### src/rtl/cpwr_pkg.sv
package cpwr_pkg;

    localparam int UNITS  = 3;
    localparam int U_ADC  = 0;
    localparam int U_DAC  = 1;
    localparam int U_MIX  = 2;
    localparam int ADDR_W = 2;
    localparam int DATA_W = 8;
    localparam int SEL_W  = 3;

    localparam logic [ADDR_W-1:0] A_CTRL  = 2'd0;
    localparam logic [ADDR_W-1:0] A_UNIT  = 2'd1;
    localparam logic [ADDR_W-1:0] A_FULL  = 2'd2;
    localparam logic [ADDR_W-1:0] A_CLK   = 2'd3;

    localparam logic [DATA_W-1:0] BUSY_BYTE = 8'h80;

    typedef enum logic [3:0] {
        M_RUN    = 4'd0,
        M_SLEEP  = 4'd1,
        M_DRAIN  = 4'd2,
        M_HALT   = 4'd3,
        M_ALLOFF = 4'd4,
        M_INIT   = 4'd5,
        M_RESYNC = 4'd6
    } mode_e;

    typedef struct packed {
        logic             unlock;
        logic             ext;
        logic [UNITS-1:0] unit_off;
        logic             full_off;
        logic [SEL_W-1:0] clk_sel;
    } cfg_s;

    localparam cfg_s CFG_DEFAULT = '{
        unlock:   1'b1,
        ext:      1'b0,
        unit_off: '0,
        full_off: 1'b0,
        clk_sel:  '0
    };

    function automatic int imax3(input int a, input int b, input int c);
        int m;
        m = (a > b) ? a : b;
        return (m > c) ? m : c;
    endfunction

    // Pins have removed the block from service.
    function automatic logic pin_off(input mode_e m);
        return (m == M_SLEEP) || (m == M_DRAIN) || (m == M_HALT);
    endfunction

    // Bus reads report the busy byte.
    function automatic logic is_busy(input mode_e m);
        return (m == M_INIT) || (m == M_RESYNC);
    endfunction

    // Registers are held at their defaults.
    function automatic logic cfg_hold(input mode_e m);
        return pin_off(m) || (m == M_INIT);
    endfunction

    function automatic logic accepts_write(input mode_e m);
        return (m == M_RUN) || (m == M_ALLOFF);
    endfunction

    // Drain keeps ADC and mixer alive, DAC goes quiet first.
    function automatic logic unit_allowed(input mode_e m, input int idx);
        if (m == M_RUN)
            return 1'b1;
        if (m == M_DRAIN)
            return idx != U_DAC;
        return 1'b0;
    endfunction

endpackage

### src/rtl/cpwr_mode_fsm.sv
module cpwr_mode_fsm
    import cpwr_pkg::*;
#(
    parameter int INIT_CYC   = 1024,
    parameter int RST_CYC    = 16,
    parameter int RESYNC_CYC = 1024
) (
    input  logic  clk,
    input  logic  rst,
    input  logic  sleep_n,
    input  logic  hard_rst_n,
    input  logic  full_off,
    input  logic  resync_req,
    output mode_e mode
);

    localparam int MAX_CYC = imax3(INIT_CYC, RST_CYC, RESYNC_CYC);
    localparam int CNT_W   = $clog2(MAX_CYC + 1);

    localparam logic [CNT_W-1:0] LD_INIT   = CNT_W'(INIT_CYC - 1);
    localparam logic [CNT_W-1:0] LD_DRAIN  = CNT_W'(RST_CYC - 1);
    localparam logic [CNT_W-1:0] LD_RESYNC = CNT_W'(RESYNC_CYC - 1);

    mode_e            mode_q, mode_d;
    logic [CNT_W-1:0] cnt_q, cnt_d;
    logic             cnt_done;

    assign cnt_done = (cnt_q == '0);

    always_comb begin
        mode_d = mode_q;
        cnt_d  = cnt_done ? cnt_q : cnt_q - 1'b1;
        if (!sleep_n) begin
            mode_d = M_SLEEP;
            cnt_d  = '0;
        end else if (!hard_rst_n) begin
            unique case (mode_q)
                M_DRAIN: begin
                    if (cnt_done) mode_d = M_HALT;
                end
                M_HALT, M_SLEEP: begin
                    mode_d = M_HALT;
                    cnt_d  = '0;
                end
                default: begin
                    mode_d = M_DRAIN;
                    cnt_d  = LD_DRAIN;
                end
            endcase
        end else begin
            unique case (mode_q)
                M_SLEEP, M_DRAIN, M_HALT: begin
                    mode_d = M_INIT;
                    cnt_d  = LD_INIT;
                end
                M_INIT, M_RESYNC: begin
                    if (cnt_done) mode_d = M_RUN;
                end
                M_RUN: begin
                    if (resync_req) begin
                        mode_d = M_RESYNC;
                        cnt_d  = LD_RESYNC;
                    end else if (full_off) begin
                        mode_d = M_ALLOFF;
                    end
                end
                M_ALLOFF: begin
                    if (!full_off) begin
                        mode_d = M_INIT;
                        cnt_d  = LD_INIT;
                    end
                end
                default: begin
                    mode_d = M_SLEEP;
                    cnt_d  = '0;
                end
            endcase
        end
    end

    always_ff @(posedge clk) begin
        if (rst) begin
            mode_q <= M_SLEEP;
            cnt_q  <= '0;
        end else begin
            mode_q <= mode_d;
            cnt_q  <= cnt_d;
        end
    end

    assign mode = mode_q;

endmodule

### src/rtl/cpwr_regfile.sv
module cpwr_regfile
    import cpwr_pkg::*;
(
    input  logic              clk,
    input  logic              rst,
    input  mode_e             mode,
    input  logic              wr_en,
    input  logic [ADDR_W-1:0] addr,
    input  logic [DATA_W-1:0] wdata,
    output cfg_s              cfg,
    output logic              resync_req,
    output logic [DATA_W-1:0] rdata
);

    cfg_s cfg_q;
    logic wr_ok;
    logic hit_ctrl, hit_unit, hit_full, hit_clk;
    logic unused_hi;

    assign unused_hi = ^wdata[DATA_W-1:SEL_W];

    always_comb begin
        wr_ok      = wr_en && accepts_write(mode);
        hit_ctrl   = wr_ok && (addr == A_CTRL);
        hit_unit   = wr_ok && (addr == A_UNIT);
        hit_full   = wr_ok && (addr == A_FULL) && cfg_q.unlock;
        hit_clk    = wr_ok && (addr == A_CLK) && (mode == M_RUN)
                     && cfg_q.unlock && cfg_q.ext;
        resync_req = hit_clk && (wdata[SEL_W-1:0] != cfg_q.clk_sel);
    end

    always_ff @(posedge clk) begin
        if (rst || cfg_hold(mode)) begin
            cfg_q <= CFG_DEFAULT;
        end else begin
            if (hit_ctrl) begin
                cfg_q.unlock <= wdata[0];
                cfg_q.ext    <= wdata[1];
            end
            if (hit_unit) cfg_q.unit_off <= wdata[UNITS-1:0];
            if (hit_full) cfg_q.full_off <= wdata[0];
            if (hit_clk)  cfg_q.clk_sel  <= wdata[SEL_W-1:0];
        end
    end

    always_comb begin
        rdata = '0;
        if (is_busy(mode)) begin
            rdata = BUSY_BYTE;
        end else if (!pin_off(mode)) begin
            unique case (addr)
                A_CTRL:  rdata = {{(DATA_W-2){1'b0}}, cfg_q.ext, cfg_q.unlock};
                A_UNIT:  rdata = {{(DATA_W-UNITS){1'b0}}, cfg_q.unit_off};
                A_FULL:  rdata = {{(DATA_W-1){1'b0}}, cfg_q.full_off};
                default: rdata = {{(DATA_W-SEL_W){1'b0}}, cfg_q.clk_sel};
            endcase
        end
    end

    assign cfg = cfg_q;

endmodule

### src/rtl/cpwr_unit_gate.sv
module cpwr_unit_gate (
    input  logic clk,
    input  logic rst,
    input  logic fs_tick,
    input  logic clear,
    input  logic off_req,
    input  logic allow,
    output logic en
);

    logic off_q;

    always_ff @(posedge clk) begin
        if (rst || clear)
            off_q <= 1'b0;
        else if (fs_tick)
            off_q <= off_req;
    end

    assign en = allow && !off_q;

endmodule

### src/rtl/cpwr_seq_top.sv
module cpwr_seq_top
    import cpwr_pkg::*;
#(
    parameter int CLK_KHZ    = 24576,
    parameter int INIT_CYC   = CLK_KHZ * 512,
    parameter int RST_CYC    = CLK_KHZ * 3,
    parameter int RESYNC_CYC = CLK_KHZ * 512
) (
    input  logic       clk,
    input  logic       rst,
    input  logic       sleep_n,
    input  logic       hard_rst_n,
    input  logic       fs_tick,
    input  logic       wr_en,
    input  logic [1:0] addr,
    input  logic [7:0] wdata,
    output logic [7:0] rdata,
    output logic       bus_oe,
    output logic       adc_en,
    output logic       dac_en,
    output logic       mix_en,
    output logic       vref_en,
    output logic       fifo_flush,
    output logic       dac_mute,
    output logic       busy,
    output logic [3:0] mode_o
);

    mode_e            mode;
    cfg_s             cfg;
    logic             resync_req;
    logic [UNITS-1:0] unit_en;

    cpwr_mode_fsm #(
        .INIT_CYC   (INIT_CYC),
        .RST_CYC    (RST_CYC),
        .RESYNC_CYC (RESYNC_CYC)
    ) u_fsm (
        .clk        (clk),
        .rst        (rst),
        .sleep_n    (sleep_n),
        .hard_rst_n (hard_rst_n),
        .full_off   (cfg.full_off),
        .resync_req (resync_req),
        .mode       (mode)
    );

    cpwr_regfile u_regs (
        .clk        (clk),
        .rst        (rst),
        .mode       (mode),
        .wr_en      (wr_en),
        .addr       (addr),
        .wdata      (wdata),
        .cfg        (cfg),
        .resync_req (resync_req),
        .rdata      (rdata)
    );

    for (genvar u = 0; u < UNITS; u++) begin : g_unit
        cpwr_unit_gate u_gate (
            .clk     (clk),
            .rst     (rst),
            .fs_tick (fs_tick),
            .clear   (cfg_hold(mode)),
            .off_req (cfg.unit_off[u]),
            .allow   (unit_allowed(mode, u)),
            .en      (unit_en[u])
        );
    end

    assign adc_en     = unit_en[U_ADC];
    assign dac_en     = unit_en[U_DAC];
    assign mix_en     = unit_en[U_MIX];
    assign vref_en    = (mode == M_RUN) || (mode == M_DRAIN) || (mode == M_RESYNC);
    assign fifo_flush = (mode == M_ALLOFF);
    assign dac_mute   = (mode == M_DRAIN);
    assign bus_oe     = !pin_off(mode);
    assign busy       = is_busy(mode);
    assign mode_o     = mode;

endmodule

### config.mk
export PLATFORM = sky130hd
export DESIGN_NAME = cpwr_seq_top
export DESIGN_NICKNAME = d
export VERILOG_FILES = /design/src/rtl/cpwr_pkg.sv /design/src/rtl/cpwr_mode_fsm.sv /design/src/rtl/cpwr_regfile.sv /design/src/rtl/cpwr_unit_gate.sv /design/src/rtl/cpwr_seq_top.sv
export SDC_FILE = /design/constraint.sdc
export NUM_CORES = 1
export LEC_CHECK = 0
export CAP_MARGIN = 25
export CORE_ASPECT_RATIO = 0.9
export CORE_MARGIN = 2
export CORE_UTILIZATION = 40
export CTS_BUF_LIST = sky130_fd_sc_hd__clkbuf_4 sky130_fd_sc_hd__clkbuf_8 sky130_fd_sc_hd__clkbuf_16
export CTS_CLUSTER_DIAMETER = 150
export DETAILED_ROUTE_END_ITERATION = 12
export GPL_ROUTABILITY_DRIVEN = 0
export GPL_TIMING_DRIVEN = 0
export HOLD_SLACK_MARGIN = 0.08
export SKIP_LAST_GASP = 1
export SYNTH_ARGS = -nofsm -noshare
export SYNTH_HDL_FRONTEND = slang
export SYNTH_SLANG_ARGS = --single-unit
### constraint.sdc
create_clock -name clk -period 2.4 [get_ports clk]
set_input_delay 0.48 -clock clk [delete_from_list [all_inputs] [get_ports clk]]
set_output_delay 0.48 -clock clk [all_outputs]
set_load 0.05 [all_outputs]
==> flow_summary.ini <==
[synth]
yosysTopAreaCell = dfxtp_1
synth_warnings = 0
syn-instance-count = 267
async_reset_ff_share_pct = 0
synth.most_common_cell = dfxtp_1
yosys.area_share.simple_pct = 26.72
synthXorXnorAreaFrac_pct = 8.376
ys.flop_type = dfxtp_1
synth_top_area_share_pct = 35.56
synth_area_per_cell_um2 = 8.224
synth_cell_types = 50
synth_compound_area_share_pct = 15.38
ys_seq_area_share_pct = 35.56
synthAdderAreaFrac_pct = 1.140
synth.area.top_cells = dfxtp_1, xor2_1, mux2i_1
synthMuxAreaShare_pct = 7.521
yosys-top-cells-count = dfxtp_1, nor2_1, nand2_1
synth_edf_count = 0
syn_area_mm2 = 0.002196
ys_ff_latch = 39
synth_top_family_by_area = simple AND/OR/NAND/NOR gates

[detailed_routing]
viasPerCell = 5.371
first_iter_violations = 96
dr.pass1.iters = 4
drc = 0
ant_nets = 0
routedWlPerCell_um = 14.22
vias = 1971
drt-total-wl_um = 5220

[timing]
worst_pin_slew_ns = 0.6683
post-route-min-period_ns = 2.345
fmaxAchievable_mhz = 426.4
setup_tns_ns = 0
relSlewSlack_pct = 55.35
finalClockSkew_ns = 0.005742
worst_slack_ns = 0.05489
min_period_over_period_pct = 97.71
slew_violations = 0
final-setup-viol-count = 0
hold_violations = 0

[grt]
grt_first_pass_wirelength_um = 9059
grt_pass1_vias = 1906
grt_usage_pct = 19.31
overflow = 0
antenna_found_initial = 0
grt_max_degree = 12

[floorplanning]
chipWidth_um = 82.10
die_area_mm2 = 0.006099
core_mm2 = 0.005286
rows = 25
ioPinCount = 36
die_h_um = 74.29
start_util_pct = 41.54

[layout]
n_fill_cell = 526
diodes = 0
drive_gt1_share_pct = 16.33
area_growth_pct = 19.94
fin_nets = 317

[power]
clkPwrFrac_pct = 30.1
p_sw_share_pct = 30.97
p_per_area_mw_per_mm2 = 572.2
leakage_uw = 0.001029
p_int_uw = 1040
combPwrFrac_pct = 23.9
seqPwrFrac_pct = 46.0
irDropWorstVdd_uv = 277.4
p_sw_uw = 466.8

[placement]
pre_cts_ws_ns = -0.4871
post-dp-hpwl_um = 3784
port_buffers = 22

[cts]
cts_sinks = 39
clk_path_buf_depth = 2
htreeDepth = 2
clockRootBuffer = clkbuf_8
clk_pin_slew_ns = 0.07
clock_latency_ns = 0.29
cts_hold_buf = 0
cts_made_buffers = 5
cts_tree = done

[min_path]
min_from = g_unit[2].u_gate.off_q$_SDFFE_PP0P_
min_to = g_unit[2].u_gate.off_q$_SDFFE_PP0P_
hold_depth = 2
hp-class = flip-flop to flip-flop

[critical_path]
critPathLaunchType = flip-flop
reg2regPathDepth = 6
slowest_delay_ns = 0.80
reg2reg_from = u_fsm.cnt_q[10]$_SDFF_PP0_
r2r_setup_slack_ns = 0.18
r2r-end = u_fsm.cnt_q[23]$_SDFF_PP0_
worst-path-buf-inv = 1
path_cells = or2_2 -> nand2b_1 -> clkdlybuf4s50_1
critPathRequiredTime_ns = 1.92
worst-path-max-fanout = 6
crit_start = u_fsm.mode[0]$_SDFFE_PP1P_
critPathArrivalTime_ns = 1.87
crit_family = buffers and inverters
criticalPathCategory = flip-flop to output port
end_kind = output port
cp_slowest_cell = clkdlybuf4s50_1

[run]
maxCapViolations = 0

[outcome]
status = complete, no violations
## tightest hold or removal path, cell delays in order, from the launching register on
cell,delay (ns)
dfxtp_1,0.33
mux2i_1,0.07
nor2_1,0.07
## state kept, by name, indices dropped and copies added (netlist names)
name	cells
g_unit.u_gate.off_q	3
u_fsm.cnt_q	24
u_fsm.mode	3
u_regs.cfg	9
## power groups by stage
stage	Sequential (µW)	Clock, µW	Combinational, µW
after floorplan	707	0	271
after global placement	707	0	352
after detailed placement	707	0	351
after CTS	692	465	355
after global routing	696	502	404
final	693	454	360
## per-layer routing
layer | track usage [%] | routed length, µm
met3 | 4.248 | 231
met4 | 5.000 | 47
met1 | 27.68 | 2753
met2 | 29.45 | 2187
met5 | 0 | 0
## stage by stage
step	instances	instance area (µm²)	hold WS (ns)	power [µW]	util, %
floorplan	271	2221	0.4611	977.9	-
finish	367	2634	0.5025	1507	49.82
detailed placement	360	2525	0.4874	1058	47.76
global placement	360	2525	0.4816	1058	47.76
CTS	368	2624	0.5047	1512	49.63
global route	367	2634	0.5550	1603	49.82
## area by class of cell
type | count | area (µm²) | area share, %
Clock buffer | 7 | 83.83 | 3.183
Inverter | 4 | 15.01 | 0.5701
Clock inverter | 1 | 5.005 | 0.1900
Timing Repair Buffer | 22 | 197.7 | 7.506
Multi-Input combinational cell | 209 | 1366 | 51.88
Buffer | 18 | 98.84 | 3.753
Sequential cell | 39 | 783.3 | 29.74
Tap cell | 67 | 83.83 | 3.183
## how the worst max path moves through the flow
| stage | end | slack (ns) | cells past startpoint |
|---|---|---|---|
| 2_1_floorplan | rdata[1] | -0.03 | 3 |
| 3_3_place_gp | u_fsm.cnt_q[9]$_SDFF_PP0_ | -0.48 | 8 |
| 3_5_place_dp | u_fsm.cnt_q[7]$_SDFF_PP0_ | -0.49 | 8 |
| 4_1_cts | fifo_flush | -0.01 | 4 |
| 5_1_grt | rdata[0] | -0.001 | 4 |
| 6_report | bus_oe | 0.05 | 3 |
## timing repair
action                                  CTS  global route
endpoints found under the setup margin   18            19
pin swaps                                 1             2
endpoints found under the hold margin     0             0
setup buffers                             0             0
cloned                                    0             0
gates resized for setup                  26            17
## logic make-up (layout without fill, tap and decap cells)
family | count (synthesis) | after routing
compound gates | 56 | 56
xor+xnor | 21 | 21
fa+ha+maj | 2 | 2
buf+inv | 23 | 52
flops | 39 | 39
mux | 15 | 15
other cells | 1 | 5
simple gates | 110 | 110
## placed cells by master (no fill, tap or decap), types with 3 or more instances in the layout
cell type	n
a21o_1	3
and2_1	4
inv_1	4
o21ai_0	16
nand3_1	7
a221oi_1	3
clkbuf_8	5
nand3b_1	3
nand4b_1	5
or2_2	4
nand2b_1	3
clkdlybuf4s15_2	4
nor2_1	26
conb_1	5
xnor2_1	7
a31oi_1	5
buf_4	6
dfxtp_1	37
nand2_1	24
nor3_1	5
mux2i_1	12
clkbuf_1	5
buf_2	4
clkdlybuf4s50_1	11
clkbuf_2	8
nor2b_1	3
a21oi_1	18
xor2_1	14
nand4_1	6
(Power assumes the default switching activity.)
